===== config.mk =====
export PLATFORM = sky130hd
export DESIGN_NAME = mc_reset_steer
export DESIGN_NICKNAME = d
export VERILOG_FILES = /design/src/rtl/mcrs_pkg.sv /design/src/rtl/mcrs_sync.sv /design/src/rtl/mcrs_refresh.sv /design/src/rtl/mcrs_pins.sv /design/src/rtl/mc_reset_steer.sv
export SDC_FILE = /design/constraint.sdc
export NUM_CORES = 1
export LEC_CHECK = 0
export ABC_CLOCK_PERIOD_IN_PS = 1850
export BUFFER_PORTS_ARGS = -buffer_cell sky130_fd_sc_hd__buf_4
export CAP_MARGIN = 20
export CORE_AREA = 2 2 73 110
export CTS_CLUSTER_SIZE = 40
export DETAILED_ROUTE_END_ITERATION = 10
export DIE_AREA = 0 0 75 112
export PLACE_DENSITY = 0.74
export RECOVER_POWER = 100
export SLEW_MARGIN = 20
export SYNTH_ARGS = -nofsm -noshare
export SYNTH_HDL_FRONTEND = slang
export SYNTH_SLANG_ARGS = --single-unit

===== constraint.sdc =====
create_clock -name clk -period 1.85 [get_ports clk]
set_input_delay 0.37 -clock clk [delete_from_list [all_inputs] [get_ports clk]]
set_output_delay 0.37 -clock clk [all_outputs]
set_load 0.02 [all_outputs]

===== src/rtl/mcrs_pkg.sv =====
package mcrs_pkg;
  localparam int ADDR_W    = 24;
  localparam int DATA_W    = 32;
  localparam int LANES     = DATA_W / 8;
  localparam int NCS       = 4;
  localparam int SD_ADDR_W = 15;

  typedef struct packed {
    logic [ADDR_W-1:0] addr;
    logic [DATA_W-1:0] dout;
    logic              oe_n;
    logic              we_n;
    logic [LANES-1:0]  bls_n;
    logic [NCS-1:0]    cs_n;
    logic [NCS-1:0]    dycs_n;
    logic              ras_n;
    logic              cas_n;
  } pin_bundle_t;
endpackage


===== src/rtl/mcrs_sync.sv =====
module mcrs_sync #(
  parameter int STAGES = 2
) (
  input  logic clk,
  input  logic rst_in,
  output logic rst_out
);
  logic [STAGES-1:0] shreg;

  // asserted asynchronously, released after STAGES rising edges
  always_ff @(posedge clk or posedge rst_in) begin
    if (rst_in) shreg <= '1;
    else        shreg <= {shreg[STAGES-2:0], 1'b0};
  end

  assign rst_out = shreg[STAGES-1];
endmodule


===== src/rtl/mcrs_refresh.sv =====
module mcrs_refresh #(
  parameter int IVL_W   = 8,
  parameter int IVL_DEF = 20
) (
  input  logic             clk,
  input  logic             rst,
  input  logic             self_refresh,
  input  logic             ivl_we,
  input  logic [IVL_W-1:0] ivl_din,
  output logic             req
);
  localparam logic [IVL_W-1:0] DEF_V = IVL_W'(IVL_DEF);

  logic [IVL_W-1:0] ivl;
  logic [IVL_W-1:0] cnt;
  logic             hit;

  assign hit = (cnt == '0);

  always_ff @(posedge clk) begin
    if (rst)         ivl <= DEF_V;
    else if (ivl_we) ivl <= ivl_din;
  end

  always_ff @(posedge clk) begin
    if (rst) begin
      cnt <= DEF_V;
      req <= 1'b0;
    end else begin
      cnt <= hit ? ivl : cnt - 1'b1;
      req <= hit & ~self_refresh;
    end
  end

  // a pulse followed by a nonzero reload lasts one cycle
  assert_one_cycle_pulse_R6: assert property (@(posedge clk) disable iff (rst)
    (req && cnt != '0) |=> !req);

  // no request follows a cycle in self-refresh
  assert_quiet_selfref_R9: assert property (@(posedge clk) disable iff (rst)
    self_refresh |=> !req);
endmodule


===== src/rtl/mcrs_pins.sv =====
module mcrs_pins
  import mcrs_pkg::*;
(
  input  logic        clk,
  input  logic        st_safe,
  input  logic        sd_safe,
  input  logic        sd_addr_only,
  input  pin_bundle_t fn,
  output pin_bundle_t pins
);
  pin_bundle_t nxt;

  always_comb begin
    nxt = fn;
    if (sd_addr_only)
      nxt.addr = {{(ADDR_W-SD_ADDR_W){1'b0}}, fn.addr[SD_ADDR_W-1:0]};
    if (st_safe) begin
      nxt.addr  = '0;
      nxt.dout  = '0;
      nxt.oe_n  = 1'b1;
      nxt.we_n  = 1'b1;
      nxt.bls_n = '1;
      nxt.cs_n  = '1;
    end
    if (sd_safe) begin
      nxt.dycs_n = '1;
      nxt.ras_n  = 1'b1;
      nxt.cas_n  = 1'b1;
    end
  end

  always_ff @(posedge clk) pins <= nxt;

  // static pins reach safe levels one edge after the core reset
  assert_static_safe_R7: assert property (@(posedge clk)
    st_safe |=> (pins.addr == '0 && pins.dout == '0 && pins.oe_n && pins.we_n
                 && (&pins.bls_n) && (&pins.cs_n)));

  // SDRAM strobes idle one edge after retained reset or self-refresh
  assert_sdram_idle_R8: assert property (@(posedge clk)
    sd_safe |=> ((&pins.dycs_n) && pins.ras_n && pins.cas_n));
endmodule


===== src/rtl/mc_reset_steer.sv =====
module mc_reset_steer
  import mcrs_pkg::*;
#(
  parameter int IVL_W       = 8,
  parameter int IVL_DEF     = 20,
  parameter int SYNC_STAGES = 2
) (
  input  logic              clk,
  input  logic              por_in,
  input  logic              warm_in,
  input  logic              keep_we,
  input  logic              keep_din,
  input  logic              ivl_we,
  input  logic [IVL_W-1:0]  ivl_din,
  input  logic              self_refresh,
  input  logic              fn_sdram_sel,
  input  logic [ADDR_W-1:0] fn_addr,
  input  logic [DATA_W-1:0] fn_dout,
  input  logic              fn_oe_n,
  input  logic              fn_we_n,
  input  logic [LANES-1:0]  fn_bls_n,
  input  logic [NCS-1:0]    fn_cs_n,
  input  logic [NCS-1:0]    fn_dycs_n,
  input  logic              fn_ras_n,
  input  logic              fn_cas_n,
  output logic              rst_core,
  output logic              rst_keep,
  output logic              keep_q,
  output logic              refresh_req,
  output logic [ADDR_W-1:0] mem_addr,
  output logic [DATA_W-1:0] mem_dout,
  output logic              mem_oe_n,
  output logic              mem_we_n,
  output logic [LANES-1:0]  mem_bls_n,
  output logic [NCS-1:0]    mem_cs_n,
  output logic [NCS-1:0]    mem_dycs_n,
  output logic              mem_ras_n,
  output logic              mem_cas_n
);
  logic        por_s;
  logic        warm_s;
  logic        keep_bit;
  pin_bundle_t fn_b;
  pin_bundle_t pin_b;

  mcrs_sync #(.STAGES(SYNC_STAGES)) u_sync_por (
    .clk(clk), .rst_in(por_in), .rst_out(por_s));
  mcrs_sync #(.STAGES(SYNC_STAGES)) u_sync_warm (
    .clk(clk), .rst_in(warm_in), .rst_out(warm_s));

  // retention bit lives in the power-on-only domain
  always_ff @(posedge clk) begin
    if (por_s)        keep_bit <= 1'b0;
    else if (keep_we) keep_bit <= keep_din;
  end

  assign rst_core = por_s | warm_s;
  assign rst_keep = por_s | (warm_s & ~keep_bit);
  assign keep_q   = keep_bit;

  mcrs_refresh #(.IVL_W(IVL_W), .IVL_DEF(IVL_DEF)) u_refresh (
    .clk(clk), .rst(rst_keep), .self_refresh(self_refresh),
    .ivl_we(ivl_we), .ivl_din(ivl_din), .req(refresh_req));

  assign fn_b = '{addr: fn_addr, dout: fn_dout, oe_n: fn_oe_n, we_n: fn_we_n,
                  bls_n: fn_bls_n, cs_n: fn_cs_n, dycs_n: fn_dycs_n,
                  ras_n: fn_ras_n, cas_n: fn_cas_n};

  mcrs_pins u_pins (
    .clk(clk), .st_safe(rst_core), .sd_safe(rst_keep | self_refresh),
    .sd_addr_only(fn_sdram_sel), .fn(fn_b), .pins(pin_b));

  assign mem_addr   = pin_b.addr;
  assign mem_dout   = pin_b.dout;
  assign mem_oe_n   = pin_b.oe_n;
  assign mem_we_n   = pin_b.we_n;
  assign mem_bls_n  = pin_b.bls_n;
  assign mem_cs_n   = pin_b.cs_n;
  assign mem_dycs_n = pin_b.dycs_n;
  assign mem_ras_n  = pin_b.ras_n;
  assign mem_cas_n  = pin_b.cas_n;

  // without a write strobe the retention bit holds outside power-on reset
  assert_keep_holds_R5: assert property (@(posedge clk) disable iff (por_s)
    (!keep_we && $past(!por_s)) |=> (keep_bit == $past(keep_bit)));
endmodule


Word-level counts from Yosys, hierarchy flattened. Index checks and enable logic that the tools add are counted.

Reduce and logical (&&, ||, !) cells: 2. Mux-type cells: 1. $add $sub $neg: 1. Bitwise operators: 7.

Operators by type and width (number): $logic_not A8 Y1 (1); $mux W8 (1); $sub A8 B1 Y8 const B (1); $or A1 B1 Y1 (3); $and A1 B1 Y1 (2); $not A1 Y1 (2); $reduce_or A2 Y1 (1).

Input port bits: 88. Bits in registers: 94. Word-level logic and storage cells: 27.

Logic depth before layout (Yosys ltp). Gate-level depths: netlist (run 1).

Depth after elaboration: 4. Depth in mapped cells: 6.

By module. A second synthesis (run 1) with hierarchy kept.

Cell total of the unflattened synthesis: 251. Area, all modules: 2914.0 um2.

By module, submodules not included: mcrs_pins (cells an instance 152, area each 1960.6 um2, times used 1); mcrs_refresh (cells an instance 84, area each 772.0 um2, times used 1); mcrs_sync (cells an instance 4, area each 60.1 um2, times used 2); mc_reset_steer (cells an instance 7, area each 61.3 um2, times used 1).

Worst setup path after synthesis (run 1). Ideal clock, no wire load.

Path type: register -> register. Start point: register u_refresh.cnt[0]. End point: register u_refresh.cnt[5]. Setup slack: 0.235 ns. Arrival time: 1.498 ns. Cell stages (with the launch flop): 6. Required time: 1.734 ns. Path through: dfxtp_1 -> inv_1 -> ha_1 -> or4b_2 -> o211a_1 -> o211a_1.

Cells in the longest elaborated chain, start to end: 2. Elaborated cells on any way between the ends: 3.

Ends and longest elaborated chain: start, declared (RTL line mcrs_refresh.sv:15) `logic [IVL_W-1:0] cnt;`; start signal, assigned (RTL line mcrs_refresh.sv:30) `cnt <= hit ? ivl : cnt - 1'b1;`; $sub A8 B1 Y8 or $logic_not A8 Y1 (tied branches) (RTL line mcrs_refresh.sv:30, mcrs_refresh.sv:18); $mux W8 * (RTL line mcrs_refresh.sv:30).

Mark *: on every way between the ends. The rest lies on a longest branch, timed or not. A chain may end at the register's enable or synchronous reset.

Worst setup path after layout (run 1).
Start point: register u_sync_warm.shreg[1]. End point: output port rst_core.

Cells in the longest elaborated chain, start to end: 1.

Ends and longest elaborated chain: start, declared (RTL line mcrs_sync.sv:8) `logic [STAGES-1:0] shreg;`; start signal, assigned (RTL line mcrs_sync.sv:13) `else shreg <= {shreg[STAGES-2:0], 1'b0};`; $or A1 B1 Y1 (RTL line mc_reset_steer.sv:57) `assign rst_core = por_s | warm_s;`; end, declared (RTL line mc_reset_steer.sv:26) `output logic rst_core,`.

No other way between the ends.

==> results of run 1 <==
-- power groups by stage --
stage | logic, mW | clock network (mW) | registers, mW
finish | 0.440 | 1.71 | 2.14
global route | 0.481 | 1.84 | 2.15
CTS | 0.500 | 1.77 | 2.15
detailed placement | 0.499 | 0 | 2.19
global placement | 0.491 | 0 | 2.19
floorplan | 0.149 | 0 | 2.26
-- sequential cells by signal, summed over array words and instances (netlist names) --
name and flops:
u_refresh.req 1, u_refresh.ivl 8, u_sync_warm.shreg 2, u_sync_por.shreg 2, keep_q 1, u_refresh.cnt 8, u_pins.pins 72
-- timing repair --
action	4_1_cts	5_1_grt
setup buffers	0	0
endpoints found under the setup margin	1	1
gates resized for setup	1	1
endpoints found under the hold margin	0	0
-- layout by cell type (no fill, tap or decap), drive strengths merged --
cell       n
clkbuf    88
or4        1
o21ai      1
a211oi     5
nor3       7
a21oi      2
nor4       1
a2bb2oi    1
conb       2
a311oi     1
or4b       1
dfstp      4
nor2b      1
xor2       2
o211a      2
nand2b     2
inv       11
and3       1
o211ai     2
ha         2
nor3b      2
xnor2      1
clkinv     3
nand3      1
clkinvlp   1
a41oi      1
or3b       2
dfxtp     90
buf       89
o21bai     1
or3       16
and2      56
mux2i      9
nand2      3
nor2      12
-- per-stage QoR --
stage	utilization	instance area (µm²)	cells	setup WS [ps]	hold WS, ps
floorplan	-	2900	252	235	282
CTS	0.606	4530	526	52.4	38.5
global route	0.567	4240	526	11.3	49.6
detailed placement	0.568	4240	510	133	347
finish	0.567	4240	526	82.5	48.9
global placement	0.568	4240	510	180	346
-- metal layers --
| layer | vias up | GRT usage | routed length, µm |
|---|---|---|---|
| li1 | 1154 | - | - |
| met1 | 1017 | 0.169 | 2440 |
| met2 | 115 | 0.276 | 3460 |
| met3 | 11 | 0.0679 | 707 |
| met4 | 0 | 0.104 | 192 |
| met5 | - | 0 | 0 |
-- worst max-delay path, cell delays in order, from the launching register on --
cell     delay [ps]
dfstp_1         570
buf_4           190
nor2_1           80
inv_1            70
buf_4           140
-- kinds of logic (layout without fill, tap and decap cells) --
family                     after synthesis  in the layout  share of synthesized area
other                                    1              2                    0.00129
AOI/OAI and AO/OA                       16             16                     0.0458
buffers and inverters                   20            192                     0.0268
DFF                                     94             94                      0.658
adders and majority gates                2              2                    0.00864
muxes                                    9              9                     0.0311
and+or+nand+nor                        106            106                      0.219
xor gates and xnor gates                 3              3                    0.00907
-- final timing paths --
kind / startpoint / to
worst max-delay path: u_sync_warm.shreg[1] / rst_core
max in group asynchronous: warm_in / u_sync_warm.shreg[0]
min in group clk: fn_cs_n[2] / u_pins.pins[8]
worst min-delay path: por_in / u_sync_por.shreg[1]
worst max register to register: u_refresh.cnt[0] / u_refresh.cnt[5]
worst min register to register: u_sync_por.shreg[0] / u_sync_por.shreg[1]
-- cell type report --
class,count,area [µm²]
fill,719,3230
sequential,94,1910
timing repair buffer,167,970
multi-input combinational,138,916
clock buffer,10,239
tap,102,128
clock inverter,6,43.8
inverter,9,33.8
==> impl_metrics.ini, run 1 <==
[sta]
min_period_ps = 1770
finalMaxSlewViolations = 0
rsz0062_at_grt = false
fmax_ghz = 0.566
maxSlewHeadroom = 0.481
fin_skew_ps = 7.96
hold_viol_final = 0
setup_tns_ps = 0
fin_crit_sh = 0.955
tightest_slew_ps = 772
finalSetupViolations = 0

[pwr]
leakage_nw = 1.84
seq_power_share = 0.499
pwr-share-comb = 0.102
finalPower_mw = 4.29
p_int_mw = 3.28
power_switching_mw = 1.01
clock_power_share = 0.399
ir_worst_vdd_uv = 747
netSwitchingFraction = 0.235
powerDensity_nw_per_um2 = 1010

[global_route]
grt_start_max_net_pins = 48
gr-usage-all-layers = 0.167
grt_first_pass_wirelength_um = 10500
grt_pass1_vias = 2324
antenna_found_initial = 0
grt_overflow = 0

[yosys]
netlist_instances = 251
synth-async-reset-ratio = 0.0426
syn-cell-area_um2 = 2900
yosys.area.top_type_share = 0.622
yosysMostFrequentCell = dfxtp_1
synth-seq-cells = 94
yosysWarnings = 0
avgSynthCellArea_um2 = 11.5
synth_area_leaders = dfxtp_1 62%, and2_1 12%, dfstp_2 3.6%, or3_1 3.5%, mux2i_1 3.1%
synth_cell_types = 35
synth-seq-area-share = 0.658
synth_edf_count = 0
synth_commonest_cells = 90 x dfxtp_1, 56 x and2_1, 16 x or3_1
ys.flop_type = dfxtp_1
yosysTopAreaCell = dfxtp_1

[worst_setup_path]
reg2regPathDepth = 5
worstSetupStartpointType = flop
worstSetupPathType = flop to primary output
arrival_ps = 1400
crit_path_end_kind = primary output
critPathMaxFanout = 13
required_ps = 1480
rrSetupSlack_ps = 120

[floorplanning]
die_h_um = 112
start_util = 0.388
pin_count = 164
num_rows = 39
core_area_um2 = 7470
die_w_um = 75
die_area_um2 = 8400

[detailed_routing]
vias = 2297
dr.pass1.iters = 4
wire_per_inst_um = 12.9
ant_nets = 0
drc = 0
via_per_inst = 4.37
wirelength_um = 6800
drt_iter0_markers = 39

[placed_design]
portBuffers = 163
place_hpwl_um = 5360
routabilityCongestion = 0.840

[clock_network]
cts_hold_buffers = 0
clk_pin_slew_ps = 70
cts.htree.levels = 3
cts_tree = done
cts_made_buffers = 9
cts-root-buf = clkbuf_16
ctsLongestPathBuffers = 2
cts.sinks = 94
clk_latency_ps = 340

[finish]
drive_above_1_share = 0.274
area_growth_pct = 46.3
n_antenna_cell = 0
finalNetCount = 509

[flow_run]
drv_cap = 0

[run_status]
status = finished clean

[hold_path]
hold_class = input port to async pin
Note: power is estimated with default switching activity, not from simulation.
==> run 2, diff against run 1 <==
--- a/config.mk
+++ b/config.mk
@@ -12,9 +12,8 @@
 export CTS_CLUSTER_SIZE = 40
 export DETAILED_ROUTE_END_ITERATION = 10
 export DIE_AREA = 0 0 75 112
-export PLACE_DENSITY = 0.74
+export PLACE_DENSITY = 0.73
 export RECOVER_POWER = 100
-export SLEW_MARGIN = 20
 export SYNTH_ARGS = -nofsm -noshare
 export SYNTH_HDL_FRONTEND = slang
 export SYNTH_SLANG_ARGS = --single-unit
==> run 2 against run 1 <==
Effect of this change: cell count is 0.57% higher; total power is 5.8% higher; wire length is 1.7% higher; flip-flop and latch count stayed put; maximum frequency is 2.9% higher; critical path type is now flop to flop.
==> impl_metrics.ini, run 2 (synthesized netlist as in run 1, its figures left out) <==
[run_status]
status = finished clean

[worst_setup_path]
worstSetupPathType = flop to flop
required_ps = 2070
slowest_stage = or4b_2
worstPathCellList = inv_1 > ha_2 > or4b_2 > o211a_1 > o211a_1
crit_path_end_kind = flop
reg2regPathDepth = 5
slowest_delay_ps = 590
arrival_ps = 1940
rrSetupSlack_ps = 130
r2r-start = u_refresh.cnt[0]
crit_family = simple AND/OR/NAND/NOR gates
crit_path_frequent_cell = o211a_1
worstPathBufferInverterCount = 1
worstSetupStartpointType = flop
timing.rr.end = u_refresh.cnt[5]
cp.depth = 5
critPathMaxFanout = 7

[detailed_routing]
ant_nets = 0
wire_per_inst_um = 13.1
drt_iter0_markers = 88
dr.pass1.iters = 4
via_per_inst = 4.43
wirelength_um = 6920
vias = 2345
drc = 0

[sta]
hold_viol_final = 0
fmax_ghz = 0.582
maxSlewHeadroom = 0.502
whs_ps = 57.2
fin_skew_ps = 4.39
finalMaxSlewViolations = 0
setup_ws_ps = 131
fin_crit_sh = 0.929
min_period_ps = 1720
setup_tns_ps = 0
rsz0062_at_grt = false
tightest_slew_ps = 740
finalSetupViolations = 0

[placed_design]
placed_cells = 509
portBuffers = 163
dpl_cell_area_um2 = 4230
pre_cts_ws_ps = 122
place_hpwl_um = 5460
routabilityCongestion = 0.805

[clock_network]
ctsLongestPathBuffers = 2
cts_tree = done
clk_pin_slew_ps = 60
cts-root-buf = clkbuf_16
cts.sinks = 94
clk_latency_ps = 330
cts_made_buffers = 9
cts.htree.levels = 3
cts_hold_buffers = 0

[global_route]
gr-usage-met2 = 0.298
antenna_found_initial = 0
grt_overflow = 0
met3_usage = 0.0887
use_met1 = 0.167
grt_start_max_net_pins = 48
busiest_layer = met2
grt_pass1_vias = 2397
gr-usage-all-layers = 0.175
grt_first_pass_wirelength_um = 10900

[finish]
finalNetCount = 512
multi_input_area_um2 = 916
fillCellCount = 745
final_cells = 529
n_antenna_cell = 0
top_register = u_pins.pins
layout_commonest_cell = dfxtp_1
final_cell_area_um2 = 4290
layout_common_cells = 90 x dfxtp_1, 87 x buf_4, 78 x clkbuf_1
area_growth_pct = 48.0
reg_top3 = u_pins.pins (72), u_refresh.cnt (8), u_refresh.ivl (8)
utilization = 0.574
seqCellArea_um2 = 1910
drive_above_1_share = 0.279
largest_reg_flops = 72

[pwr]
power_switching_mw = 0.988
ir_worst_vdd_uv = 671
clock_power_share = 0.430
netSwitchingFraction = 0.217
pwr-share-comb = 0.097
leakage_nw = 1.86
finalPower_mw = 4.54
p_int_mw = 3.56
seq_power_share = 0.472
powerDensity_nw_per_um2 = 1060

[hold_path]
hold_class = input port to async pin

[floorplanning]
die_w_um = 75
core_area_um2 = 7470
start_util = 0.388
die_area_um2 = 8400
pin_count = 164
die_h_um = 112
num_rows = 39

[flow_run]
drv_cap = 0
[run 2: layout make-up]
| type | instances | area share |
|---|---|---|
| timing repair buffer | 170 | 0.228 |
| clock buffer | 11 | 0.0566 |
| clock inverter | 5 | 0.0190 |
| multi-input combinational | 138 | 0.214 |
| sequential | 94 | 0.445 |
| tap | 102 | 0.0298 |
| inverter | 9 | 0.00788 |
[run 2: worst register-to-register path: stages (launching register included)]
cell and delay [ps]:
dfxtp_1 350, inv_1 100, ha_2 230, or4b_2 590, o211a_1 140, o211a_1 190
[run 2: how the worst max path moves through the flow]
stage | start | to | slack (ps)
finish | u_refresh.cnt[0] | u_refresh.cnt[5] | 130
global route | u_refresh.cnt[4] | u_refresh.cnt[0] | 20
CTS | u_sync_por.shreg[1] | rst_keep | 5
detailed placement | u_refresh.cnt[0] | u_refresh.cnt[5] | 120
global placement | u_refresh.cnt[0] | u_refresh.cnt[5] | 180
floorplan | u_refresh.cnt[0] | u_refresh.cnt[5] | 240
[run 2: power by group through the flow]
| stage | Sequential, mW | Clock [mW] | Combinational (mW) |
|---|---|---|---|
| final | 2.15 | 1.96 | 0.442 |
| after global routing | 2.16 | 2.09 | 0.485 |
| after detailed placement | 2.20 | 0 | 0.490 |
| after CTS | 2.15 | 2.01 | 0.498 |
| after floorplan | 2.26 | 0 | 0.149 |
| after global placement | 2.19 | 0 | 0.483 |
[run 2: per-layer routing]
layer,wire (µm),up-vias
met5,0,-
met4,138,0
met3,730,11
met2,3600,119
met1,2450,1060
li1,-,1155
[run 2: timing repair]
action                     CTS  global route
cloned                       0             0
setup endpoints to repair    1             2
setup buffers                2             2
gates resized for setup      1             2
==> run 3, diff against run 2 <==
--- a/config.mk
+++ b/config.mk
@@ -7,13 +7,14 @@
 export LEC_CHECK = 0
 export ABC_CLOCK_PERIOD_IN_PS = 1850
 export BUFFER_PORTS_ARGS = -buffer_cell sky130_fd_sc_hd__buf_4
-export CAP_MARGIN = 20
+export CAP_MARGIN = 10
 export CORE_AREA = 2 2 73 110
 export CTS_CLUSTER_SIZE = 40
 export DETAILED_ROUTE_END_ITERATION = 10
 export DIE_AREA = 0 0 75 112
 export PLACE_DENSITY = 0.73
 export RECOVER_POWER = 100
+export REMOVE_ABC_BUFFERS = 1
 export SYNTH_ARGS = -nofsm -noshare
 export SYNTH_HDL_FRONTEND = slang
 export SYNTH_SLANG_ARGS = --single-unit
==> run 3 against run 2 <==
Effect of this change: critical path depth stayed put; maximum frequency is 1.3% lower; wire length is 0.69% lower; total power is 6.6% lower; non-clock buffer count is 4 lower; hold slack better by 5.3 ps; flip-flop and latch count stayed put; clock skew is 1.5 ps higher; register-to-register slack worse by 20 ps; largest cell class unchanged; highest routed layer unchanged.
==> impl_metrics.ini, run 3 (synthesized netlist as in run 1, its figures left out) <==
[run_status]
status = finished clean

[sta]
whs_ps = 62.4
fin_crit_sh = 0.941
hold_viol_final = 0
finalMaxSlewViolations = 0
setup_tns_ps = 0
maxSlewHeadroom = 0.616
fin_skew_ps = 5.85
tightest_slew_ps = 576
fmax_ghz = 0.574
finalSetupViolations = 0
rsz0062_at_grt = false
min_period_ps = 1740

[clock_network]
clk_latency_ps = 330
cts_hold_buffers = 0
cts_resized = 0
clk_pin_slew_ps = 60
postCtsSetupBuffers = 0
cts-root-buf = clkbuf_16
cts_made_buffers = 9
cts.htree.levels = 3
ctsLongestPathBuffers = 2
cts_tree = done
cts.sinks = 94

[floorplanning]
die_h_um = 112
num_rows = 39
start_util = 0.388
die_area_um2 = 8400
core_area_um2 = 7470
die_w_um = 75
pin_count = 164

[detailed_routing]
drt_iter0_markers = 75
via_per_inst = 4.40
wire_per_inst_um = 13.1
dr.pass1.iters = 4
ant_nets = 0
vias = 2306
wirelength_um = 6870
drc = 0

[worst_setup_path]
critPathMaxFanout = 7
worstSetupStartpointType = flop
crit_path_end_kind = flop
slowest_delay_ps = 600
required_ps = 2080
crit_family = simple AND/OR/NAND/NOR gates
slowest_stage = or4b_2
worstSetupPathType = flop to flop
arrival_ps = 1970
r2r-start = u_refresh.cnt[0]
crit_start = u_refresh.cnt[0]
worstPathCellList = inv_1 > ha_1 > or4b_2 > o211a_1 > o211a_1
crit_path_frequent_cell = o211a_1
worstPathBufferInverterCount = 1

[finish]
n_antenna_cell = 0
utilization = 0.565
layout_common_cells = 90 x dfxtp_1, 87 x buf_4, 75 x clkbuf_1
largest_reg_flops = 72
finalNetCount = 508
area_growth_pct = 45.6
top_register = u_pins.pins
layout_commonest_cell = dfxtp_1
reg_top3 = u_pins.pins (72), u_refresh.cnt (8), u_refresh.ivl (8)
drive_above_1_share = 0.275

[global_route]
grt_start_max_net_pins = 42
grt_pass1_vias = 2391
grt_overflow = 0
gr-usage-all-layers = 0.173
grt_first_pass_wirelength_um = 10700
antenna_found_initial = 0

[placed_design]
routabilityCongestion = 0.885
portBuffers = 163
place_hpwl_um = 5450

[pwr]
ir_worst_vdd_uv = 676
powerDensity_nw_per_um2 = 1010
leakage_nw = 1.82

[flow_run]
drv_cap = 0

[hold_path]
hold_class = input port to async pin
==> run 3: cell count changes in the layout (fill, tap and decap cells not counted), moves of 2 or more <==
| cell | delta |
|---|---|
| and2_1 | -8 |
| and2_0 | +8 |
| bufinv_16 | -2 |
| clkinv_2 | +2 |
| clkbuf_1 | -3 |
==> run 3: metal layers <==
layer  GRT usage  routed length (µm)  part of all wire  up-vias
met1       0.159                2290              0.33     1043
met3      0.0851                 773              0.11        6
met5           0                   0                 0        -
li1            -                   -                 -     1147
met2       0.301                3710              0.54      110
met4      0.0869                  91             0.013        0
==> run 3: final timing paths <==
kind                                              to  slack (ps)  cells after the start
min in group clk                      u_pins.pins[6]         220                      2
worst max-delay path                u_refresh.cnt[5]         110                      5
worst max register to register      u_refresh.cnt[5]         110                      5
max in group asynchronous       u_sync_warm.shreg[0]        1760                      2
worst min-delay path             u_sync_por.shreg[0]          60                      2
worst min register to register  u_sync_warm.shreg[1]         350                      0
==> run 3: report_power, final <==
group / leakage (nW) / switching, mW / total, mW / internal, mW
clock: 0.137 / 0.694 / 1.66 / 0.968
combinational: 0.904 / 0.211 / 0.429 / 0.218
sequential: 0.780 / 0.0426 / 2.15 / 2.11
total: 1.82 / 0.948 / 4.24 / 3.30
==> run 3: metrics by stage <==
| stage | power, mW | area (µm²) | worst slack, ps | instances |
|---|---|---|---|---|
| CTS | 4.37 | 4510 | 97.8 | 524 |
| finish | 4.24 | 4220 | 109 | 524 |
| global placement | 2.68 | 4230 | 187 | 509 |
| detailed placement | 2.69 | 4230 | 131 | 509 |
| global route | 4.44 | 4220 | 20.3 | 524 |
| floorplan | 2.40 | 2860 | -418 | 241 |
==> run 3: worst register-to-register path, cell delays in order (launching register included) <==
cell,delay (ps)
dfxtp_1,340
inv_1,100
ha_1,250
or4b_2,600
o211a_1,160
o211a_1,200
==> run 3: area by class of cell <==
| type | count | area, µm² |
|---|---|---|
| multi-input combinational | 138 | 913 |
| timing repair buffer | 166 | 960 |
| inverter | 9 | 33.8 |
| clock inverter | 4 | 22.5 |
| fill | 737 | 3250 |
| tap | 102 | 128 |
| clock buffer | 11 | 253 |
| sequential | 94 | 1910 |
